$ cat src/rtl/strap_cfg_pkg.sv
package strap_cfg_pkg;

  localparam int ADDR_PINS = 2;
  localparam int ADDR_W    = 2 * ADDR_PINS;
  localparam int WR_W      = (ADDR_W > 3) ? ADDR_W : 3;
  localparam int NUM_FLD   = 6;

  typedef enum logic [1:0] {
    VIO_3V3 = 2'd0,
    VIO_2V5 = 2'd1,
    VIO_1V8 = 2'd2
  } vio_e;

  typedef enum logic [2:0] {
    LM_AN_ALL   = 3'd0,
    LM_AN_GIG   = 3'd1,
    LM_AN_FAST  = 3'd2,
    LM_F1000_M  = 3'd3,
    LM_F1000_S  = 3'd4,
    LM_F100_STR = 3'd5,
    LM_F100_X   = 3'd6
  } link_e;

  typedef enum logic [2:0] {
    FLD_ADDR   = 3'd0,
    FLD_VIO    = 3'd1,
    FLD_SUPPLY = 3'd2,
    FLD_MII    = 3'd3,
    FLD_MIRROR = 3'd4,
    FLD_LINK   = 3'd5
  } fld_e;

  // settings that management writes may override
  typedef struct packed {
    logic [ADDR_W-1:0] addr;
    logic [1:0]        vio;
    logic              supply;
    logic              mii;
    logic              mirror;
    logic              an_dis;
    logic [1:0]        lsel;
  } raw_t;

  // full strap snapshot
  typedef struct packed {
    raw_t cfg;
    logic wr_dis;
    logic recover;
  } strap_t;

endpackage

$ cat src/rtl/strap_rst_sync.sv
module strap_rst_sync #(
  parameter int STAGES = 2
) (
  input  logic clk,
  input  logic arst_n,
  output logic rst_n_o
);

  logic [STAGES-1:0] q_q, q_d;

  always_comb begin
    q_d = {q_q[STAGES-2:0], 1'b1};
  end

  always_ff @(posedge clk or negedge arst_n) begin
    if (!arst_n) q_q <= '0;
    else         q_q <= q_d;
  end

  assign rst_n_o = q_q[STAGES-1];

endmodule

$ cat src/rtl/strap_latch.sv
module strap_latch
  import strap_cfg_pkg::*;
(
  input  logic   clk,
  input  logic   rst_n,
  input  strap_t pins,
  output strap_t held
);

  logic   pend_q, pend_d;
  strap_t held_q, held_d;

  always_comb begin
    pend_d = pend_q;
    held_d = held_q;
    if (pend_q) begin
      held_d = pins;
      pend_d = 1'b0;
    end
  end

  always_ff @(posedge clk or negedge rst_n) begin
    if (!rst_n) begin
      pend_q <= 1'b1;
      held_q <= '0;
    end else begin
      pend_q <= pend_d;
      if (pend_q) held_q <= held_d;
    end
  end

  assign held = held_q;

  // once captured, the snapshot never moves until hard reset
  a_r1_snapshot_frozen: assert property (@(posedge clk) disable iff (!rst_n)
    !pend_q |=> $stable(held_q));

  // capture happens exactly once per hard reset
  a_r1_single_capture: assert property (@(posedge clk) disable iff (!rst_n)
    !pend_q |=> !pend_q);

endmodule

$ cat src/rtl/strap_override.sv
module strap_override
  import strap_cfg_pkg::*;
(
  input  logic            clk,
  input  logic            rst_n,
  input  logic            clr,
  input  logic            wr_en,
  input  logic            wr_blk,
  input  logic [2:0]      wr_sel,
  input  logic [WR_W-1:0] wr_val,
  input  raw_t            base,
  output raw_t            eff
);

  logic [NUM_FLD-1:0] vld_q, vld_d;
  raw_t               ovr_q, ovr_d;
  logic               wr_go;

  assign wr_go = wr_en && !wr_blk;

  always_comb begin
    vld_d = vld_q;
    ovr_d = ovr_q;
    if (clr) begin
      vld_d = '0;
    end else if (wr_go) begin
      case (wr_sel)
        FLD_ADDR: begin
          vld_d[FLD_ADDR] = 1'b1;
          ovr_d.addr      = wr_val[ADDR_W-1:0];
        end
        FLD_VIO: begin
          vld_d[FLD_VIO] = 1'b1;
          ovr_d.vio      = wr_val[1:0];
        end
        FLD_SUPPLY: begin
          vld_d[FLD_SUPPLY] = 1'b1;
          ovr_d.supply      = wr_val[0];
        end
        FLD_MII: begin
          vld_d[FLD_MII] = 1'b1;
          ovr_d.mii      = wr_val[0];
        end
        FLD_MIRROR: begin
          vld_d[FLD_MIRROR] = 1'b1;
          ovr_d.mirror      = wr_val[0];
        end
        FLD_LINK: begin
          vld_d[FLD_LINK] = 1'b1;
          ovr_d.an_dis    = wr_val[2];
          ovr_d.lsel      = wr_val[1:0];
        end
        default: ;
      endcase
    end
  end

  always_ff @(posedge clk or negedge rst_n) begin
    if (!rst_n) begin
      vld_q <= '0;
      ovr_q <= '0;
    end else begin
      if (clr || wr_go) begin
        vld_q <= vld_d;
        ovr_q <= ovr_d;
      end
    end
  end

  always_comb begin
    eff = base;
    if (vld_q[FLD_ADDR])   eff.addr   = ovr_q.addr;
    if (vld_q[FLD_VIO])    eff.vio    = ovr_q.vio;
    if (vld_q[FLD_SUPPLY]) eff.supply = ovr_q.supply;
    if (vld_q[FLD_MII])    eff.mii    = ovr_q.mii;
    if (vld_q[FLD_MIRROR]) eff.mirror = ovr_q.mirror;
    if (vld_q[FLD_LINK]) begin
      eff.an_dis = ovr_q.an_dis;
      eff.lsel   = ovr_q.lsel;
    end
  end

  // a blocked write leaves every override untouched
  a_r8_blocked_write: assert property (@(posedge clk) disable iff (!rst_n)
    (wr_blk && !clr) |=> ($stable(vld_q) && $stable(ovr_q)));

  // any reset drops all overrides
  a_r9_clear_drops: assert property (@(posedge clk) disable iff (!rst_n)
    clr |=> (vld_q == '0));

endmodule

$ cat src/rtl/strap_decode.sv
module strap_decode
  import strap_cfg_pkg::*;
(
  input  raw_t              raw,
  output logic [ADDR_W-1:0] addr,
  output vio_e              vio,
  output logic              supply,
  output logic              mii,
  output logic              mirror,
  output link_e             link,
  output logic              rsv
);

  logic vio_rsv, link_rsv;

  always_comb begin
    addr   = raw.addr;
    supply = raw.supply;
    mii    = raw.mii;
    mirror = raw.mirror;

    vio_rsv = 1'b0;
    case (raw.vio)
      2'b00:   vio = VIO_3V3;
      2'b10:   vio = VIO_2V5;
      2'b11:   vio = VIO_1V8;
      default: begin
        vio     = VIO_3V3;
        vio_rsv = 1'b1;
      end
    endcase

    link_rsv = 1'b0;
    if (!raw.an_dis) begin
      case (raw.lsel)
        2'b00:   link = LM_AN_ALL;
        2'b01:   link = LM_AN_GIG;
        2'b10:   link = LM_AN_FAST;
        default: begin
          link     = LM_AN_ALL;
          link_rsv = 1'b1;
        end
      endcase
    end else begin
      case (raw.lsel)
        2'b00:   link = LM_F1000_M;
        2'b01:   link = LM_F1000_S;
        2'b10:   link = LM_F100_STR;
        default: link = LM_F100_X;
      endcase
    end

    rsv = vio_rsv | link_rsv;
  end

endmodule

$ cat src/rtl/strap_recover.sv
module strap_recover #(
  parameter int PULSE = 4
) (
  input  logic clk,
  input  logic rst_n,
  input  logic evt,
  input  logic en,
  output logic irq,
  output logic lrst
);

  localparam int CW = $clog2(PULSE + 1);
  localparam logic [CW-1:0] LAST = CW'(PULSE - 1);

  logic          act_q, act_d;
  logic [CW-1:0] cnt_q, cnt_d;
  logic          irq_q;

  always_comb begin
    act_d = act_q;
    cnt_d = cnt_q;
    if (act_q) begin
      if (cnt_q == LAST) begin
        act_d = 1'b0;
        cnt_d = '0;
      end else begin
        cnt_d = cnt_q + 1'b1;
      end
    end else if (evt && en) begin
      act_d = 1'b1;
      cnt_d = '0;
    end
  end

  always_ff @(posedge clk or negedge rst_n) begin
    if (!rst_n) begin
      act_q <= 1'b0;
      cnt_q <= '0;
      irq_q <= 1'b0;
    end else begin
      act_q <= act_d;
      cnt_q <= cnt_d;
      irq_q <= evt;
    end
  end

  assign irq  = irq_q;
  assign lrst = act_q;

  // every event is reported in the next cycle
  a_r11_irq_follows: assert property (@(posedge clk) disable iff (!rst_n)
    evt |=> irq);

  // an enabled event while idle starts the pulse
  a_r12_pulse_start: assert property (@(posedge clk) disable iff (!rst_n)
    (evt && en && !act_q) |=> act_q);

  // the counter never runs past the pulse width
  a_r12_cnt_bound: assert property (@(posedge clk) disable iff (!rst_n)
    act_q |-> (cnt_q <= LAST));

  // the pulse ends only after its full width
  a_r12_full_width: assert property (@(posedge clk) disable iff (!rst_n)
    $fell(act_q) |-> ($past(cnt_q) == LAST));

endmodule

$ cat src/rtl/strap_cfg_top.sv
module strap_cfg_top
  import strap_cfg_pkg::*;
#(
  parameter int SYNC_STAGES = 2,
  parameter int REC_PULSE   = 4
) (
  input  logic              clk,
  input  logic              por_rst_n,
  input  logic              sw_rst,
  input  logic [ADDR_W-1:0] strap_addr_lvl,
  input  logic [1:0]        strap_vio,
  input  logic              strap_supply,
  input  logic              strap_mii,
  input  logic              strap_recover,
  input  logic              strap_mirror,
  input  logic              strap_wr_dis,
  input  logic              strap_an_dis,
  input  logic [1:0]        strap_lsel,
  input  logic              fault_evt,
  input  logic              wr_en,
  input  logic [2:0]        wr_sel,
  input  logic [WR_W-1:0]   wr_val,
  output logic [ADDR_W-1:0] phy_addr,
  output logic [1:0]        io_volt,
  output logic              triple_supply,
  output logic              mii_mode,
  output logic              mirror_en,
  output logic              wr_blocked,
  output logic [2:0]        link_mode,
  output logic              rsv_seen,
  output logic              fault_irq,
  output logic              logic_rst
);

  logic   rst_int_n;
  strap_t pins, held;
  raw_t   eff;
  vio_e   vio_dec;
  link_e  link_dec;
  logic   dec_rsv;
  logic   rsv_q, rsv_d;
  logic   ovr_clr;

  strap_rst_sync #(.STAGES(SYNC_STAGES)) u_sync (
    .clk     (clk),
    .arst_n  (por_rst_n),
    .rst_n_o (rst_int_n)
  );

  always_comb begin
    pins.cfg.addr   = strap_addr_lvl;
    pins.cfg.vio    = strap_vio;
    pins.cfg.supply = strap_supply;
    pins.cfg.mii    = strap_mii;
    pins.cfg.mirror = strap_mirror;
    pins.cfg.an_dis = strap_an_dis;
    pins.cfg.lsel   = strap_lsel;
    pins.wr_dis     = strap_wr_dis;
    pins.recover    = strap_recover;
  end

  strap_latch u_latch (
    .clk   (clk),
    .rst_n (rst_int_n),
    .pins  (pins),
    .held  (held)
  );

  strap_recover #(.PULSE(REC_PULSE)) u_rec (
    .clk   (clk),
    .rst_n (rst_int_n),
    .evt   (fault_evt),
    .en    (held.recover),
    .irq   (fault_irq),
    .lrst  (logic_rst)
  );

  assign ovr_clr = sw_rst | logic_rst;

  strap_override u_ovr (
    .clk    (clk),
    .rst_n  (rst_int_n),
    .clr    (ovr_clr),
    .wr_en  (wr_en),
    .wr_blk (held.wr_dis | logic_rst),
    .wr_sel (wr_sel),
    .wr_val (wr_val),
    .base   (held.cfg),
    .eff    (eff)
  );

  strap_decode u_dec (
    .raw    (eff),
    .addr   (phy_addr),
    .vio    (vio_dec),
    .supply (triple_supply),
    .mii    (mii_mode),
    .mirror (mirror_en),
    .link   (link_dec),
    .rsv    (dec_rsv)
  );

  assign io_volt    = vio_dec;
  assign link_mode  = link_dec;
  assign wr_blocked = held.wr_dis;

  always_comb begin
    rsv_d = rsv_q | dec_rsv;
  end

  always_ff @(posedge clk or negedge rst_int_n) begin
    if (!rst_int_n)   rsv_q <= 1'b0;
    else if (dec_rsv) rsv_q <= rsv_d;
  end

  assign rsv_seen = rsv_q;

  // the reserved flag is sticky until hard reset
  a_r10_sticky: assert property (@(posedge clk) disable iff (!rst_int_n)
    rsv_q |=> rsv_q);

  // a selected reserved code always raises the flag
  a_r10_sets: assert property (@(posedge clk) disable iff (!rst_int_n)
    dec_rsv |=> rsv_q);

  // decoded voltage never takes the unused code
  a_r4_vio_legal: assert property (@(posedge clk) disable iff (!rst_int_n)
    io_volt != 2'd3);

endmodule

$ cat config.mk
export PLATFORM = sky130hd
export DESIGN_NAME = strap_cfg_top
export DESIGN_NICKNAME = d
export VERILOG_FILES = /design/src/rtl/strap_cfg_pkg.sv /design/src/rtl/strap_rst_sync.sv /design/src/rtl/strap_latch.sv /design/src/rtl/strap_override.sv /design/src/rtl/strap_decode.sv /design/src/rtl/strap_recover.sv /design/src/rtl/strap_cfg_top.sv
export SDC_FILE = /design/constraint.sdc
export NUM_CORES = 1
export LEC_CHECK = 0
export BUFFER_PORTS_ARGS = -buffer_cell sky130_fd_sc_hd__buf_4
export CAP_MARGIN = 0
export CELL_PAD_IN_SITES_DETAIL_PLACEMENT = 0
export CELL_PAD_IN_SITES_GLOBAL_PLACEMENT = 1
export CORE_ASPECT_RATIO = 0.8
export CORE_MARGIN = 4
export CORE_UTILIZATION = 43
export DETAILED_ROUTE_END_ITERATION = 16
export GPL_TIMING_DRIVEN = 0
export HOLD_SLACK_MARGIN = 0.1
export PLACE_DENSITY_LB_ADDON = 0.1
export SLEW_MARGIN = 15
export SYNTH_ARGS = -nofsm -noshare
export SYNTH_HDL_FRONTEND = slang
export SYNTH_HIERARCHICAL = 1
export SYNTH_SLANG_ARGS = --single-unit
export TNS_END_PERCENT = 50
$ cat constraint.sdc
create_clock -name clk -period 1.93 [get_ports clk]
set_clock_uncertainty 0.1 [all_clocks]
set_input_delay 0.193 -clock clk [delete_from_list [all_inputs] [get_ports clk]]
set_output_delay 0.193 -clock clk [all_outputs]
set_load 0.02 [all_outputs]
Word-level counts from Yosys, hierarchy flattened
Index checks and enable logic that the tools add are counted.
Widths: inputs -> output; s select.
{ "classes": {"add_sub_neg": 1, "n_eq_ne": 10, "n_bitwise": 5, "reduce_logical": 29, "muxes": 27} }
{ "op_table": {"columns": ["op", "count"], "rows": [
  ["$reduce_and 4->1", 6],
  ["$reduce_and 3->1", 6],
  ["$reduce_bool 2->1", 8],
  ["$mux 1", 15],
  ["$mux 3", 5],
  ["$mux 6", 2],
  ["$eq 3x2->1 const B", 3],
  ["$pmux 3 s3", 1],
  ["$pmux 2 s2", 2],
  ["$eq 2x2->1 const B", 3],
  ["$eq 3x3->1 const B", 2],
  ["$reduce_or 3->1", 2],
  ["$logic_not 2->1", 2],
  ["$mux 4", 1],
  ["$or 1x1->1", 4],
  ["$add 3x1->3 const B", 1],
  ["$eq 3x1->1 const B", 1],
  ["$logic_not 3->1", 1],
  ["$eq 2x1->1 const B", 1],
  ["$logic_and 1x1->1", 2],
  ["$mux 2", 1],
  ["$logic_not 1->1", 1],
  ["$logic_or 1x1->1", 1],
  ["$not 1->1", 1]
]} }
{ "word_totals": {"reg_bits": 41, "output_inout_bits": 16, "input_bits": 26, "wordCells": 100} }

Depth between registers and ports, before layout
Gate-level depths: netlist (run 1).
{ "depth": {"ltp_word": 7, "mapped_depth": 5, "ltp_nobuf": 5} }

By module
The synthesis (run 1) kept the hierarchy.
{ "by_module_without_submodules": {"columns": ["module", "cells_each", "seq_area_each_um2", "area_each_um2", "n_inst"], "rows": [
  ["strap_override", 64, 450.4, 878.3, 1],
  ["strap_latch", 31, 376.6, 549.3, 1],
  ["strap_recover", 16, 125.1, 207.7, 1],
  ["strap_decode", 26, 0.0, 188.9, 1],
  ["strap_rst_sync", 3, 50.0, 53.8, 1],
  ["strap_cfg_top", 4, 25.0, 43.8, 1]
]} }

Worst setup path after synthesis (run 1)
No wires, ideal clock.
{ "synth_path": {"path_type": "reg2reg", "start": "reg u_rec.act_q (netlist: u_rec/lrst)", "end": "reg u_ovr/ovr_q[10] in the netlist's numbering", "path_stages_with_launch": 5, "synth_period_minus_slack_ps": 1848, "slack_ps": 82, "arrival_time_ps": 1623, "required_ps": 1705, "n_path_buf": 0, "setup_ps": 125, "cell_sequence": "dfrtp_1 -> or2_1 -> nor3b_4 -> nand3b_4 -> mux2_4"} }
{ "synth_via": {"elab_cells_between_ends": 7, "cone_classes": "3 x bitwise; 4 x reduce/logical"} }
{ "synth_rtl": {"columns": ["item", "line_no", "text"], "rows": [
  ["from (decl)", "strap_recover.sv:15", "logic act_q, act_d;"],
  ["from (signal assigned)", "strap_recover.sv:41", "act_q <= act_d;"],
  ["$or 1x1->1 (*)", "strap_cfg_top.sv:78", "assign ovr_clr = sw_rst | logic_rst;"],
  ["named net ovr_clr", "strap_cfg_top.sv:42", "logic ovr_clr;"],
  ["$logic_or 1x1->1 or $not 1->1 (tied branches)", null, null],
  ["$reduce_and 4->1 (no line) (*)", null, null],
  ["to (signal assigned)", "strap_override.sv:65", "ovr_q <= ovr_d;"],
  ["to (decl)", "strap_override.sv:16", "raw_t ovr_q, ovr_d;"]
]} }
Mark *: on every way through the listed nets, which the timed path passes. The rest lies on a longest branch.
A chain may end at the register's enable or synchronous reset.

==> results of run 1 <==
## what timing repair did
action | 4_1_cts | 5_1_grt
hold buffers | 20 | 0
gates resized for setup | 13 | 2
endpoints found under the setup margin | 6 | 10
setup buffers | 0 | 1
endpoints found under the hold margin | 27 | 0
pin swaps | 2 | 1
## placed cells by master, fill, tap and decap left out, types with 2 or more instances in the layout
| master | instances |
|---|---|
| nand3_1 | 2 |
| inv_1 | 10 |
| mux2i_1 | 2 |
| mux2_2 | 28 |
| buf_6 | 2 |
| or2_1 | 2 |
| mux2_1 | 4 |
| dfrtp_1 | 37 |
| ha_4 | 2 |
| mux2_4 | 6 |
| buf_4 | 48 |
| ha_1 | 4 |
| nor2b_1 | 6 |
| nor2_1 | 2 |
| dfrtp_2 | 3 |
| nand2_1 | 4 |
| bufinv_16 | 2 |
| o21ai_0 | 6 |
| dlygate4sd3_1 | 20 |
| inv_4 | 2 |
| clkbuf_8 | 5 |
| conb_1 | 2 |
## flip-flops by register name, indices dropped and copies added, names as in the netlist
signal,count
u_latch/held,14
u_ovr/ovr_q,12
u_ovr/vld_q,6
u_rec/cnt_q,3
u_sync/q_q,2
rsv_seen,1
u_latch/pend_q,1
u_rec/irq,1
u_rec/lrst,1
## per-layer routing
layer  track usage, %  share of wire [%]  vias to the layer above
met5                0                  0                        -
met4            5.510                1.0                        0
met3            4.133                5.6                        5
met2            25.40                 47                       29
met1            19.75                 46                      635
li1                 -                  -                      621
## metrics by stage
step	instance area (um^2)	setup slack [ns]
global placement	2301	0.002766
finish	2731	-0.02742
detailed placement	2330	-0.009192
global route	2731	-0.1101
floorplan	1922	0.08234
CTS	2720	-0.03399
## power by group
part,internal (mW),switching [mW]
combinational,0.330,0.238
sequential,0.976,0.0891
clock,0.514,0.292
## cell usage after synthesis
master,n,area (um^2)
dfrtp_1,40,1001
mux2_2,30,337.8
inv_1,12,45.04
buf_4,7,52.55
ha_1,6,75.07
nor2b_1,6,37.54
o21ai_0,6,30.03
mux2_1,4,45.04
mux2_4,4,60.06
nand2_1,4,15.01
or2_1,3,18.77
conb_1,2,7.510
mux2i_1,2,20.02
nand2b_1,2,12.51
nand3_1,2,10.01
nor2_1,2,7.510
o22ai_1,2,12.51
a22o_1,1,8.760
and2_1,1,6.260
and4bb_2,1,12.51
buf_6,1,11.26
dfstp_2,1,26.28
nand3b_2,1,11.26
nand3b_4,1,20.02
nor3b_4,1,18.77
o211a_1,1,10.01
o2bb2ai_1,1,8.760
## cells by family after synthesis
logic type                 count (synthesis)  share of synthesized area, %
DFF                                       41                         53.45
buffers and inverters                     20                         5.664
other                                      2                        0.3908
and+or+nand+nor                           24                         8.855
adders and majority gates                  6                         3.906
muxes                                     40                         24.09
AOI/OAI and AO/OA                         11                         3.646
## layout make-up
type | count | area, um^2 | area share (%)
repair buffers | 63 | 546.8 | 20.02
multi-input cells | 83 | 834.6 | 30.55
well taps | 57 | 71.32 | 2.611
flip-flops and latches | 41 | 1031 | 37.75
clock inverters | 3 | 65.06 | 2.382
inverters | 12 | 50.05 | 1.832
plain buffers | 8 | 63.81 | 2.336
clock buffers | 5 | 68.82 | 2.519
## worst max path at each step
stage                   start               to  slack (ns)  depth (start not counted)
4_1_cts        u_ovr/vld_q[5]     link_mode[0]       -0.03                          5
3_5_place_dp       u_rec/lrst  u_ovr/ovr_q[11]      -0.009                          4
5_1_grt        u_ovr/vld_q[5]     link_mode[1]       -0.11                          5
2_1_floorplan      u_rec/lrst  u_ovr/ovr_q[10]        0.08                          4
6_report       u_ovr/vld_q[5]     link_mode[0]       -0.03                          5
3_3_place_gp       u_rec/lrst  u_ovr/ovr_q[11]       0.003                          4
==> impl_metrics.yaml, run 1 <==
worst_setup_path:
  critPathTopFamily: "flip-flops"
  worstRegToRegCells: 4
  rrSetupSlack_ns: 0.13
  cp_max_fo: 4
  slowest_delay_ns: 0.44
  path_cells: "mux2_4 > ha_4 > nand2b_4 > o22ai_2 > buf_6"
  cp.required_ns: 1.64
  regToRegStartpoint: "u_rec/lrst"
  path_buf_inv: 1
  slowest_stage: "dfrtp_2"
  worstSetupPathType: "reg -> out"
  cp_data_arrival_time_ns: 1.66
  endpoint_kind: "primary output"
  rr_endpoint: "u_ovr/ovr_q[5]"
  worstSetupStartpointType: "flop"
logic_synthesis:
  ys_seq_area_share_pct: 53.45
  synth_area_per_cell_um2: 13.35
  syn_inst: 144
  yosys_register_bits: 41
  syn_nets: 176
  yosysWarningCount: 6
  yosysUniqueCellTypes: 27
  mappedNetlistArea_um2: 1922
clock_tree:
  cts_tree: "done"
  clk_pin_slew_worst_paths_ns: 0.08
  numCtsBuffers: 5
  clockRootBuffer: "clkbuf_8"
  clock_latency_ns: 0.29
  clk_path_buf_depth: 2
  cts_max_level: 2
  cts_sinks: 41
floorplanning:
  core_area_um2: 4257
  die-area_um2: 5610
  die_h_um: 67.80
  start_util_pct: 45.15
  rows: 21
  die_w_um: 82.75
  io_pins: 42
final_layout:
  n_antenna_cell: 0
  final_core_util_pct: 64.17
  area_growth_pct: 42.12
  drive_gt1_share_pct: 50.23
  final_cells: 272
  nFillCells: 347
  fin_nets: 246
route:
  drt-total-wl_mm: 3.654
  drtIter0Drc: 40
  ant_nets: 0
  routedWlPerCell_um: 13.43
  post-route-drc-count: 0
  num_vias: 1290
  viasPerCell: 4.743
  first_pass_iters: 4
pwr:
  powerDensity_nw_per_um2: 892.6
  leakage_nw: 1.322
  irDropWorstVdd_mv: 0.6704
  finalPower_mw: 2.438
placed_design:
  gp_congestion: 0.6991
  dp.cells: 243
  dpl.hpwl_mm: 2.647
  port_buffers: 41
sta:
  rsz0062_at_grt: "true"
  holdWs_ns: 0.1091
  clock.fmax_ghz: 0.5109
  period_needed_ns: 1.957
  drv_slew: 0
  hold_viol_final: 0
  fin_tns_setup_ns: -0.03084
  finalSetupViolCount: 2
  fin_crit_sh_pct: 101.4
  fin_ws_ns: -0.02742
run_status:
  violations: "setup timing"
  status: "finished with violations"
global_route:
  grt_use_total_pct: 15.50
  gr-total-overflow: 0
  grt_max_degree: 23
  grt_pass1_vias: 1386
  grt_pass1_wl_mm: 6.396
  antenna_found_initial: 0
worst_hold_path:
  min_path_type: "reg -> async"
run:
  maxCapViolations: 0
Power figures use the tool's default switching activity.
==> run 2, diff against run 1 <==
--- a/config.mk
+++ b/config.mk
@@ -5,13 +5,14 @@
 export SDC_FILE = /design/constraint.sdc
 export NUM_CORES = 1
 export LEC_CHECK = 0
+export ABC_AREA = 1
 export BUFFER_PORTS_ARGS = -buffer_cell sky130_fd_sc_hd__buf_4
 export CAP_MARGIN = 0
 export CELL_PAD_IN_SITES_DETAIL_PLACEMENT = 0
 export CELL_PAD_IN_SITES_GLOBAL_PLACEMENT = 1
 export CORE_ASPECT_RATIO = 0.8
 export CORE_MARGIN = 4
-export CORE_UTILIZATION = 43
+export CORE_UTILIZATION = 39
 export DETAILED_ROUTE_END_ITERATION = 16
 export GPL_TIMING_DRIVEN = 0
 export HOLD_SLACK_MARGIN = 0.1
==> impl_metrics.yaml, run 2 <==
run_status:
  status: "complete, no violations"
logic_synthesis:
  syn_inst: 257
  ys_seq_area_share_pct: 51.73
  yosysWarningCount: 6
  synth_top_cell_by_area: "dfrtp_1"
  synth_area_per_cell_um2: 7.726
  synthArstFlopShare_pct: 100.0
  synth_ff_type: "dfrtp_1"
  synthTopCellsByCount: "nand2_1 (135), dfrtp_1 (40), inv_1 (23)"
  yosys_register_bits: 41
  mappedNetlistArea_um2: 1986
  synth_top_area_share_pct: 50.41
  synth_area_leaders: "dfrtp_1 (50%), nand2_1 (26%), inv_1 (4.3%), ha_1 (3.8%), nand3_1 (3.5%)"
  synth_edf_count: 0
  syn_nets: 289
  synth_most_common_cell: "nand2_1"
  yosysUniqueCellTypes: 17
final_layout:
  drive_gt1_share_pct: 25.08
  nFillCells: 465
  area_growth_pct: 40.89
  fin_nets: 362
  largest_reg_flops: 14
  final_cell_mix: "nand2_1 (131), buf_4 (51), dfrtp_1 (39)"
  final_cells: 391
  design_area_um2: 2798
  final_common_cell: "nand2_1"
  n_antenna_cell: 0
floorplanning:
  core_area_um2: 4762
  die_w_um: 87.78
  die-area_um2: 6304
  io_pins: 42
  rows: 22
  die_h_um: 71.82
  start_util_pct: 41.70
placed_design:
  gp_congestion: 0.7333
  placed_area_um2: 2397
  dp.cells: 359
  dpl.hpwl_mm: 2.953
  port_buffers: 41
route:
  first_pass_iters: 6
  drtIter0Drc: 55
  post-route-drc-count: 0
  num_vias: 1699
  ant_nets: 0
  drt-total-wl_mm: 4.271
  routedWlPerCell_um: 10.92
  viasPerCell: 4.345
worst_setup_path:
  cp-startpoint: "u_ovr/vld_q[5]"
  critPathTopFamily: "flip-flops"
  regToRegStartpoint: "u_rec/lrst"
  path_buf_inv: 3
  path_cells: "inv_2 > nand2_2 > nand2_2 > inv_2 > ha_4 > o21ai_1 > buf_4"
  endpoint_kind: "primary output"
  cp_data_arrival_time_ns: 1.54
  slowest_delay_ns: 0.42
  worstSetupPathType: "reg -> out"
  worstSetupStartpointType: "flop"
  slowest_stage: "dfrtp_1"
  cp_max_fo: 4
  cp.required_ns: 1.64
clock_tree:
  clockRootBuffer: "clkbuf_8"
  numCtsBuffers: 5
  cts_max_level: 2
  clk_path_buf_depth: 2
  clock_latency_ns: 0.29
  clk_pin_slew_worst_paths_ns: 0.08
  cts_sinks: 41
  cts_tree: "done"
pwr:
  p_sw_uw: 701.6
  leakage_nw: 1.532
  irDropWorstVdd_mv: 0.4448
  p_seq_share_pct: 44.1
  swShare_pct: 28.45
  combPwrFrac_pct: 22.8
  clock_power_share_pct: 33.1
  p_int_mw: 1.764
  powerDensity_nw_per_um2: 881.4
sta:
  finalSetupViolCount: 0
  drv_slew: 0
  clock.fmax_ghz: 0.5466
  hold_viol_final: 0
  fin_crit_sh_pct: 94.79
  period_needed_ns: 1.829
run:
  maxCapViolations: 0
global_route:
  antenna_found_initial: 0
  gr-total-overflow: 0
  grt_use_total_pct: 14.62
  grt_pass1_vias: 1580
  grt_pass1_wl_mm: 7.258
  grt_max_degree: 23
worst_hold_path:
  min_path_type: "reg -> async"
[run 2: area by class of cell]
class | instances | area, um^2 | share of cell area [%]
timing repair buffer | 66 | 571.8 | 20.44
inverter | 27 | 101.3 | 3.623
tap | 60 | 75.07 | 2.683
clock inverter | 3 | 65.06 | 2.326
sequential | 41 | 1028 | 36.76
buffer | 10 | 82.58 | 2.952
clock buffer | 5 | 68.82 | 2.460
multi-input combinational | 179 | 804.5 | 28.76
[run 2: power groups by stage]
stage / combinational [mW] / sequential (mW) / clock (mW)
after floorplan: 0.318 / 1.10 / 0
after global placement: 0.494 / 1.11 / 0
after detailed placement: 0.514 / 1.10 / 0
after CTS: 0.549 / 1.09 / 0.843
after global routing: 0.641 / 1.11 / 0.870
final: 0.562 / 1.09 / 0.816
[run 2: cells by family after synthesis]
group	count (synthesis)	share of synthesized area, %
AND/OR/NAND/NOR	163	32.83
other	2	0.3782
flip-flops	41	51.73
adder cells (fa/ha/maj)	6	3.781
buffers and inverters	37	9.262
AO/OA/AOI/OAI	8	2.016
[run 2: repair_timing]
item / CTS / global route
buffers inserted: 0 / 3
endpoints found under the hold margin: 29 / 0
resized for setup: 1 / 12
pin swaps: 0 / 7
hold buffers: 21 / 0
setup endpoints to repair: 2 / 3
[run 2: path summary, 6_finish.rpt]
path / cells past startpoint / to / slack [ns]
setup / recovery: 7 / link_mode[1] / 0.10
hold / removal: 0 / u_rec/cnt_q[1] / 0.11
min in group clk: 4 / u_ovr/ovr_q[8] / 0.14
hold reg to reg: 0 / u_rec/cnt_q[1] / 0.11
max in group asynchronous: 3 / u_sync/q_q[1] / 0.94
setup reg to reg: 7 / u_ovr/ovr_q[4] / 0.33
[run 2: per-stage QoR]
step	utilization [%]	hold WS, ns	total power, mW	setup TNS [ns]	setup WS (ns)
2_1_floorplan	-	-0.2026	1.420	0	0.3314
3_3_place_gp	49.74	-0.1238	1.606	0	0.09199
3_5_place_dp	50.34	-0.1237	1.619	0	0.3001
4_1_cts	57.57	0.1222	2.481	0	0.002183
5_1_grt	58.75	0.1540	2.624	-0.02043	-0.01961
6_report	58.75	0.1123	2.466	0	0.1006
[run 2: per-layer routing]
| layer | vias to the layer above | wire (um) | global-route usage (%) |
|---|---|---|---|
| met3 | 5 | 187 | 3.678 |
| met5 | - | 0 | 0 |
| li1 | 906 | - | - |
| met4 | 0 | 39 | 4.600 |
| met2 | 32 | 1887 | 21.74 |
| met1 | 756 | 2157 | 20.85 |
